## src/rtl/sbi_pkg.sv

```systemverilog
package sbi_pkg;
  localparam int DATA_W = 8;
  localparam int NUM_CH = 2;
  localparam int CTRL_W = DATA_W - 2;
  localparam int CODE_W = 3;
  localparam int IDX_W  = $clog2(NUM_CH);

  typedef logic [IDX_W-1:0] chIdx_t;

  // strobes handed from control to datapath
  typedef struct packed {
    logic   regWr;
    logic   regRd;
    logic   ackGrant;
    logic   rdDone;
    logic   softReset;
    logic   ackPhase;
    logic   dataSel;
    chIdx_t chan;
  } busStrobe_t;

  // source code placed into vector bits [3:1]
  function automatic logic [CODE_W-1:0] chanCode(input chIdx_t c);
    return (c == chIdx_t'(0)) ? 3'b100 : 3'b000;
  endfunction
endpackage

```

## src/rtl/sbi_ctrl.sv

```systemverilog
module sbi_ctrl
  import sbi_pkg::*;
(
  input  logic       clk,
  input  logic       rstN,
  input  logic       ceN,
  input  logic       rdN,
  input  logic       wrN,
  input  logic       chanA,
  input  logic       dataSel,
  input  logic       intackN,
  input  logic       ieiIn,
  input  logic       intActive,
  output busStrobe_t stb,
  output logic       dOe
);
  logic ackQ;
  logic rdPrev, wrPrev;
  logic rdAct, wrAct, bothLow;
  logic rdStart, wrStart;

  assign bothLow = ~rdN & ~wrN;
  assign rdAct   = ~rdN & (~ceN | ackQ);
  assign wrAct   = ~wrN & ~ceN;
  assign rdStart = rdAct & ~rdPrev & wrN;
  assign wrStart = wrAct & ~wrPrev & rdN;

  always_ff @(posedge clk or negedge rstN) begin
    if (!rstN) begin
      ackQ   <= 1'b0;
      rdPrev <= 1'b0;
      wrPrev <= 1'b0;
    end else begin
      ackQ   <= ~intackN;
      rdPrev <= rdAct;
      wrPrev <= wrAct;
    end
  end

  always_comb begin
    stb           = '0;
    stb.softReset = bothLow;
    stb.ackPhase  = ackQ;
    stb.dataSel   = dataSel;
    stb.chan      = chanA ? chIdx_t'(0) : chIdx_t'(1);
    stb.regWr     = wrStart;
    stb.regRd     = rdStart & ~ackQ;
    stb.ackGrant  = rdStart & ackQ & ieiIn & intActive;
    stb.rdDone    = ~rdAct;
  end

  always_ff @(posedge clk or negedge rstN) begin
    if (!rstN) begin
      dOe <= 1'b0;
    end else if (bothLow || !rdAct) begin
      dOe <= 1'b0;
    end else if (stb.regRd || stb.ackGrant) begin
      dOe <= 1'b1;
    end
  end

  // driver only on while the read strobe was low at the last edge
  p_oe_needs_rd_r3: assert property (@(posedge clk) disable iff (!rstN)
    dOe |-> $past(!rdN));
  // strobe clash releases the bus
  p_clash_release_r1: assert property (@(posedge clk) disable iff (!rstN)
    (!rdN && !wrN) |=> !dOe);
  // acknowledge with chain input low never drives
  p_ack_blocked_r8: assert property (@(posedge clk) disable iff (!rstN)
    (rdStart && ackQ && !ieiIn) |=> !dOe);
endmodule

```

## src/rtl/sbi_dp.sv

```systemverilog
module sbi_dp
  import sbi_pkg::*;
(
  input  logic              clk,
  input  logic              rstN,
  input  busStrobe_t        stb,
  input  logic [DATA_W-1:0] dIn,
  input  logic [NUM_CH-1:0] rxReq,
  input  logic              ieiIn,
  output logic              intActive,
  output logic [DATA_W-1:0] dOut,
  output logic              ieoOut,
  output logic              intN
);
  localparam logic [1:0] CMD_STORE = 2'b00;
  localparam logic [1:0] CMD_ARM   = 2'b10;
  localparam logic [1:0] CMD_RSIUS = 2'b11;

  logic [DATA_W-1:0] dataReg [NUM_CH];
  logic [CTRL_W-1:0] ctrlReg [NUM_CH];
  logic [NUM_CH-1:0] pend, ius, req, iusClr, higherIus;
  logic [DATA_W-1:0] vecBase;
  logic              vecArm;
  logic              ctrlWr, cmdStore, cmdRsIus;
  chIdx_t            winner;
  logic [DATA_W-1:0] vector;

  assign ctrlWr   = stb.regWr & ~stb.dataSel & ~stb.softReset;
  assign cmdStore = ctrlWr & ~vecArm & (dIn[DATA_W-1 -: 2] == CMD_STORE);
  assign cmdRsIus = ctrlWr & ~vecArm & (dIn[DATA_W-1 -: 2] == CMD_RSIUS);

  // priority: lower index (channel A) first
  always_comb begin
    higherIus = '0;
    for (int i = 1; i < NUM_CH; i++) higherIus[i] = higherIus[i-1] | ius[i-1];
    winner = chIdx_t'(NUM_CH - 1);
    for (int i = NUM_CH - 1; i >= 0; i--) if (req[i]) winner = chIdx_t'(i);
  end

  assign iusClr    = {NUM_CH{cmdRsIus}} & ~higherIus;
  assign intActive = (|req) & ~(|ius);
  assign intN      = ~intActive;
  assign ieoOut    = ieiIn & ~(|ius) & ~(stb.ackPhase & intActive);
  assign vector    = {vecBase[DATA_W-1:4], chanCode(winner), vecBase[0]};

  for (genvar g = 0; g < NUM_CH; g++) begin : g_chan
    logic hit;
    assign hit    = (stb.chan == chIdx_t'(g));
    assign req[g] = pend[g] & ctrlReg[g][0];

    always_ff @(posedge clk or negedge rstN) begin
      if (!rstN) begin
        dataReg[g] <= '0;
        ctrlReg[g] <= '0;
        pend[g]    <= 1'b0;
        ius[g]     <= 1'b0;
      end else if (stb.softReset) begin
        dataReg[g] <= '0;
        ctrlReg[g] <= '0;
        pend[g]    <= 1'b0;
        ius[g]     <= 1'b0;
      end else begin
        if (stb.regWr && stb.dataSel && hit) dataReg[g] <= dIn;
        if (cmdStore && hit) ctrlReg[g] <= dIn[CTRL_W-1:0];
        if (rxReq[g]) pend[g] <= 1'b1;
        else if (stb.regRd && stb.dataSel && hit) pend[g] <= 1'b0;
        if (stb.ackGrant && winner == chIdx_t'(g)) ius[g] <= 1'b1;
        else if (iusClr[g]) ius[g] <= 1'b0;
      end
    end
  end

  always_ff @(posedge clk or negedge rstN) begin
    if (!rstN) begin
      vecBase <= '0;
      vecArm  <= 1'b0;
    end else if (stb.softReset) begin
      vecBase <= '0;
      vecArm  <= 1'b0;
    end else if (ctrlWr) begin
      if (vecArm) begin
        vecBase <= dIn;
        vecArm  <= 1'b0;
      end else if (dIn[DATA_W-1 -: 2] == CMD_ARM) begin
        vecArm <= 1'b1;
      end
    end
  end

  always_ff @(posedge clk or negedge rstN) begin
    if (!rstN) begin
      dOut <= '0;
    end else if (stb.softReset || stb.rdDone) begin
      dOut <= '0;
    end else if (stb.ackGrant) begin
      dOut <= vector;
    end else if (stb.regRd) begin
      dOut <= stb.dataSel ? dataReg[stb.chan]
                          : {pend[stb.chan], ius[stb.chan], ctrlReg[stb.chan]};
    end
  end

  // at most one channel in service
  p_ius_onehot_r7: assert property (@(posedge clk) disable iff (!rstN)
    $onehot0(ius));
  // an accepted acknowledge leaves a channel in service
  p_grant_sets_ius_r7: assert property (@(posedge clk) disable iff (!rstN)
    (stb.ackGrant && !stb.softReset) |=> (|ius));
  // no request while any channel is in service
  p_int_blocked_r6: assert property (@(posedge clk) disable iff (!rstN)
    (|ius) |-> intN);
  // service blocks the chain
  p_ieo_serv_r9: assert property (@(posedge clk) disable iff (!rstN)
    (|ius) |-> !ieoOut);
endmodule

```

## src/rtl/sbi_top.sv

```systemverilog
module sbi_top
  import sbi_pkg::*;
(
  input  logic              clk,
  input  logic              rstN,
  input  logic              ceN,
  input  logic              rdN,
  input  logic              wrN,
  input  logic              chanA,
  input  logic              dataSel,
  input  logic [DATA_W-1:0] dIn,
  output logic [DATA_W-1:0] dOut,
  output logic              dOe,
  input  logic              intackN,
  input  logic              ieiIn,
  output logic              ieoOut,
  output logic              intN,
  input  logic [NUM_CH-1:0] rxReq
);
  busStrobe_t stb;
  logic       intActive;

  sbi_ctrl ctrl_i (
    .clk(clk), .rstN(rstN), .ceN(ceN), .rdN(rdN), .wrN(wrN),
    .chanA(chanA), .dataSel(dataSel), .intackN(intackN), .ieiIn(ieiIn),
    .intActive(intActive), .stb(stb), .dOe(dOe)
  );

  sbi_dp dp_i (
    .clk(clk), .rstN(rstN), .stb(stb), .dIn(dIn), .rxReq(rxReq),
    .ieiIn(ieiIn), .intActive(intActive), .dOut(dOut), .ieoOut(ieoOut),
    .intN(intN)
  );
endmodule

```

## config.mk

```make
export PLATFORM = sky130hd
export DESIGN_NAME = sbi_top
export DESIGN_NICKNAME = d
export VERILOG_FILES = /design/src/rtl/sbi_pkg.sv /design/src/rtl/sbi_ctrl.sv /design/src/rtl/sbi_dp.sv /design/src/rtl/sbi_top.sv
export SDC_FILE = /design/constraint.sdc
export NUM_CORES = 1
export LEC_CHECK = 0
export BUFFER_PORTS_ARGS = -buffer_cell sky130_fd_sc_hd__buf_2
export CAP_MARGIN = 20
export CORE_ASPECT_RATIO = 0.5
export CORE_MARGIN = 5
export CORE_UTILIZATION = 60
export CTS_BUF_LIST = sky130_fd_sc_hd__clkbuf_4 sky130_fd_sc_hd__clkbuf_8
export CTS_CLUSTER_DIAMETER = 60
export DETAILED_ROUTE_END_ITERATION = 10
export GPL_ROUTABILITY_DRIVEN = 0
export PLACE_DENSITY = 0.88
export SLEW_MARGIN = 20
export SYNTH_ARGS = -nofsm -noshare
export SYNTH_HDL_FRONTEND = slang
export SYNTH_SLANG_ARGS = --single-unit
```

## constraint.sdc

```tcl
create_clock -name clk -period 2.25 [get_ports clk]
set_input_delay 0.225 -clock clk [delete_from_list [all_inputs] [get_ports clk]]
set_output_delay 0.225 -clock clk [all_outputs]
set_load 0.02 [all_outputs]
```

== Word level (Yosys, flattened, before mapping) ==
Cells that the tools add are included.
Widths: inputs -> output; s select.

* Add/subtract/negate cells: 0
* Multipliers: 0
* Div/mod/pow operators: 0
* Order comparisons: 2
* Equal/unequal tests: 2
* Shift operators: 0
* Mux-type cells: 46
* Bitwise operators: 40
* Reduce and logical (&&, ||, !) cells: 30

{| class="wikitable"
|+ Operator list
! kind !! number
|-
| $mux 8 || 14
|-
| $mux 6 || 7
|-
| $mux 1 || 24
|-
| $and 1x1->1 || 22
|-
| $reduce_bool 3->1 || 5
|-
| $not 1->1 || 14
|-
| $reduce_bool 2->1 || 7
|-
| $logic_and 1x1->1 || 10
|-
| $eq 2x2->1 const B || 2
|-
| $reduce_or 2->1 || 2
|-
| $logic_or 1x1->1 || 3
|-
| $mux 3 || 1
|-
| $and 2x2->2 || 1
|-
| $ge 2x2->1 const B || 1
|-
| $logic_not 2->1 || 1
|-
| $lt 1x2->1 const B || 1
|-
| $not 1->2 || 1
|-
| $not 2->2 || 1
|-
| $reduce_and 2->1 || 1
|-
| $logic_not 1->1 || 1
|-
| $or 1x1->1 || 1
|}

* Register bits: 53
* Latch bits: 0
* Bits in writable memories: 0
* Memory bits (read-only): 0
* Input bits: 19
* Output and inout port bits: 11
* Logic and storage cells: 135
* Memories: 0

== Logic depth before layout (Yosys ltp) ==
* Depth in word-level cells: 12
* Mapped depth: 6
* Depth with buffers taken out: 4

== Modules after synthesis ==
Synthesis repeated with hierarchy kept, for this count alone.

* Cells, all modules: 241
* Area total of the unflattened synthesis: 2529.9 um2

{| class="wikitable"
|+ By module, submodules not included
! module !! instances !! cells each !! area each (um2) !! seq. area each (um2)
|-
| sbi_dp || 1 || 218 || 2314.7 || 1151.1
|-
| sbi_ctrl || 1 || 23 || 215.2 || 100.1
|}

== Worst setup path before layout ==
No wires, ideal clock.

* Path type: register to register
* From: register ctrl_i.wrPrev
* To: register dp_i.dataReg[0] (netlist bit)
* Setup time: 0.132 ns
* Arrival: 1.624 ns
* Required time: 2.118 ns
* Setup slack: 0.494 ns
* Stages on the path, launching flop included: 7
* Path buffers: 2
* Clock period less this slack: 1.756 ns
* Cell sequence: dfrtp_1 -> or4b_1 -> clkbuf_2 -> or3_1 -> buf_4 -> mux2i_1 -> nor2_1

* Cells in the longest elaborated chain, start to end: 6

{| class="wikitable"
|+ RTL lines
! item !! RTL line !! RTL
|-
| from (decl) || sbi_ctrl.sv:18 || <nowiki>logic rdPrev, wrPrev;</nowiki>
|-
| from (signal assigned) || sbi_ctrl.sv:36 || <nowiki>wrPrev <= wrAct;</nowiki>
|-
| $not 1->1 || sbi_ctrl.sv:26 || <nowiki>assign wrStart = wrAct & ~wrPrev & rdN;</nowiki>
|-
| $and 1x1->1 (2 in a row) || sbi_ctrl.sv:26 ||
|-
| $logic_and 1x1->1 (2 in a row) || sbi_dp.sv:63 || <nowiki>if (stb.regWr && stb.dataSel && hit) dataReg[g] <= dIn;</nowiki>
|-
| $reduce_bool 2->1 (no source line) || - ||
|-
| to (signal, indexed assignment) || sbi_dp.sv:63 ||
|-
| to (decl) || sbi_dp.sv:19 || <nowiki>logic [DATA_W-1:0] dataReg [NUM_CH];</nowiki>
|}

Every way passes these cells.
A chain may end at the register's enable or synchronous reset.

== Worst setup path in the final report ==
* From: register ctrl_i.wrPrev
* To: register dp_i.vecArm

* Cells in the longest elaborated chain, start to end: 6

{| class="wikitable"
|+ RTL lines
! item !! RTL line !! RTL
|-
| $not 1->1 || sbi_ctrl.sv:26 ||
|-
| $and 1x1->1 (2 in a row) || sbi_ctrl.sv:26 ||
|-
| $and 1x1->1 (2 in a row) || sbi_dp.sv:28 || <nowiki>assign ctrlWr = stb.regWr & ~stb.dataSel & ~stb.softReset;</nowiki>
|-
| $reduce_bool 2->1 (no source line) || - ||
|-
| to (signal assigned) || sbi_dp.sv:76 || <nowiki>vecArm <= 1'b0;</nowiki>
|-
| to (signal assigned) || sbi_dp.sv:79 || <nowiki>vecArm <= 1'b0;</nowiki>
|-
| to (signal assigned) || sbi_dp.sv:83 || <nowiki>vecArm <= 1'b0;</nowiki>
|-
| to (decl) || sbi_dp.sv:23 || <nowiki>logic vecArm;</nowiki>
|}

Every way passes these cells.

==> impl_results.md <==
* Status: completed
* Wire per inst at ~19 um
* Met3 global-route usage at 9.762%
* Data required, critical path at around 2.5 ns
* Drt first-iter violations at 256
* Worst slew margin at between 50% and 60%
* Final Non-Filler Cells at approximately 320
* Post-CTS Resized at 0
* Minimum clock period at ~1.9 ns
* DP Wirelength at between 4 and 5 mm
* Ant. Diodes at 0
* Met1 Resource Use GR at roughly 30%
* Hold_sp: intackN
* Die Ht at roughly 55 um
* Final worst path period share at 85.10%
* Antenna-violating nets left at 0
* Via count at 1975
* First-pass GRT wire length at around 9.9 mm
* Hold WC Path Type: primary input to flip-flop
* Max-cap viol count at 0
* Max Root-Sink Buffers at 2
* Die area at between 5000 and 6000 sq um
* DRC Markers at 0
* Reg2Reg Launch Point: ctrl_i.wrPrev$_DFF_PN0_
* Worst hold slack at ~0.045 ns
* Root buffer cell: clkbuf_8
* Top Usage Layer GRT: met2
* H-tree levels at 2
* Clock-pin slew on the worst setup and hold paths at roughly 0.08 ns
* Power consumption at ~1.8 mW
* IO buf count at 29
* Distinct cell type count after synthesis at 36
* Initial Util at 62.34%
* Num ports at 30
* Final hold viol count at 0
* Area after DPL at between 2000 and 3000 sq um
* Setup slack after layout at around 0.34 ns
* GRT met2 Usage at between 30 and 40%
* CTS tree: built
* FILL cells at between 200 and 300
* Avg Inst Size Synth at 10.36 sq um
* Worst-Skew Late Latency at roughly 0.31 ns
* Clk sinks at 50
* Slew Viols, Final at 0
* Largest net degree at the start of global routing at 33
* Synth Instances at ~240
* Post-Synthesis Net Count at roughly 250
* CTS buffer count at 5
* Place WS at around 0.37 ns
* Layout cell share with drive strength beyond 1 at around a fifth
* Finished Core Util at 71.28%
* Worst Skew at about 0.0077 ns
* Yosys reg bits at 50
* Setup violations, final at 0
* Gr usage total at 24.39%
* Vias in the first global route at roughly 2000
* Worst Setup Path Type: flip-flop to flip-flop
* Crit. Startpoint: ctrl_i.wrPrev$_DFF_PN0_
* RSZ-0062 raised after global routing: no
* Synthesized area at between 2000 and 2500 sq um
* PD cells at about 640 nW/um^2
* Total core area at around 3900 sq um
* Setup Buffers After CTS at 0
* Crit start category: flip-flop
* Max frequency at around 520 MHz
* FP Rows at 16
* Final net count at approximately 290
* Setup TNS at 0 ns
* Cts hold-fix bufs at 1
* Sequential share of the synthesized area at 51.41%
* Tightest Pin Transition at 0.6598 ns
* Synth Warn # at 0
* Nature of the critical path endpoint: flip-flop
* Max VDD drop at around 0.48 mV
* Die width at 100.1 um
* Design area at 2783 sq um
* WP data arrival at ~2.2 ns
* Antenna violations before repair at 0
* Grt ovf at 0
* TritonRoute pass-1 iters at 4
* Total wire length at between 5 and 6 mm
* Lkg Pwr at 1.417 nW
* CP max FO at 4
* Synth-to-Final Area Change at 14.34%
* Vias per Instance at 6.153
* Placed cell count at approximately 310
## worst max-delay path: stages, from the launching register on
cell and delay (ns):
dfrtp_1 0.39, nor4b_2 0.47, nand2_1 0.21, or4b_2 0.65, a21oi_1 0.14
## cells in the mapped netlist
cell type	instances	share of area [%]
or3_1	3	0.77
nor2_1	26	4.0
a211oi_1	1	0.31
nand3_1	3	0.62
o22ai_1	1	0.26
or4b_2	1	0.41
or2_1	1	0.26
nand2_1	31	4.8
o21ai_0	21	4.3
or4_1	1	0.31
nor3_1	1	0.21
dfrtp_1	50	51
or4b_1	2	0.82
a31oi_1	1	0.26
nor4_1	2	0.51
o21bai_1	1	0.31
inv_1	10	1.5
mux4_2	8	7.4
clkbuf_1	7	1.1
nand4_1	2	0.51
o41a_1	5	2.3
a22oi_1	1	0.31
a21oi_1	19	3.9
nor4b_2	1	0.62
nand4bb_1	1	0.46
clkbuf_2	1	0.21
or2_2	1	0.26
buf_1	2	0.31
or3b_2	1	0.36
o31ai_1	2	0.62
nor2b_1	2	0.51
nand2b_1	2	0.51
nand3b_1	1	0.31
mux2i_1	21	8.6
and2_1	1	0.26
buf_4	1	0.31
## state kept, by name (all words and copies together) (netlist names)
register	count
ctrl_i.dOe	1
dp_i.vecBase	5
ctrl_i.ackQ	1
ctrl_i.wrPrev	1
dp_i.vecArm	1
dp_i.ius	1
ctrl_i.rdPrev	1
dp_i.dOut	8
dp_i.ctrlReg	12
dp_i.higherIus	1
dp_i.dataReg	16
dp_i.pend	2
## cells in the final DEF, fill, tap and decap left out, drive strengths merged, types with 2 or more instances in the layout
cell type   n
a21oi      19
buf        35
clkbuf      6
dfrtp      50
inv        10
mux2i      21
mux4        8
nand2      31
nand2b      2
nand3       3
nand4       2
nor2       26
nor2b       2
nor4        2
o21ai      21
o31ai       2
o41a        5
or2         2
or3         3
or4b        3
## layer usage
layer | up-vias | wire length [um]
li1 | 900 | -
met1 | 978 | 2517
met2 | 82 | 2776
met3 | 15 | 528
met4 | 0 | 129
met5 | - | 0
## path summary, 6_finish.rpt
kind / end / slack [ns] / depth (start not counted)
worst max-delay path: dp_i.vecArm$_DFFE_PN0P_ / 0.34 / 4
worst min-delay path: ctrl_i.ackQ$_DFF_PN0_ / 0.05 / 2
worst max register to register: dp_i.vecArm$_DFFE_PN0P_ / 0.34 / 4
worst min register to register: ctrl_i.dOe$_DFFE_PN0P_ / 0.49 / 2
max in group asynchronous: dp_i.dOut[6]$_DFFE_PN0P_ / 1.26 / 3
min in group asynchronous: dp_i.dataReg[9]$_DFFE_PN0P_ / 0.44 / 2
## area by class of cell
| class | instances | area, sq um | area share, % |
|---|---|---|---|
| clock inverter | 1 | 30.03 | 1.079 |
| timing repair buffer | 36 | 212.7 | 7.644 |
| multi-input combinational | 164 | 1101 | 39.57 |
| tap | 54 | 67.56 | 2.428 |
| clock buffer | 6 | 82.58 | 2.968 |
| sequential | 50 | 1251 | 44.96 |
| inverter | 10 | 37.54 | 1.349 |
## power breakdown
| group | switching, mW | total (mW) | internal [mW] |
|---|---|---|---|
| Clock | 0.294 | 0.650 | 0.356 |
| Sequential | 0.0226 | 0.952 | 0.929 |
| Combinational | 0.119 | 0.189 | 0.0699 |
## kinds of logic (layout without fill, tap and decap cells)
kind of cell / count (synthesis) / count (layout) / share of synthesized area, %
flip-flops: 50 / 50 / 51.41
multiplexers: 29 / 29 / 16.04
buffers and inverters: 21 / 53 / 3.445
AND/OR/NAND/NOR: 83 / 83 / 16.50
AO/OA/AOI/OAI: 52 / 52 / 12.60
Note: power is estimated with default switching activity, not from simulation.
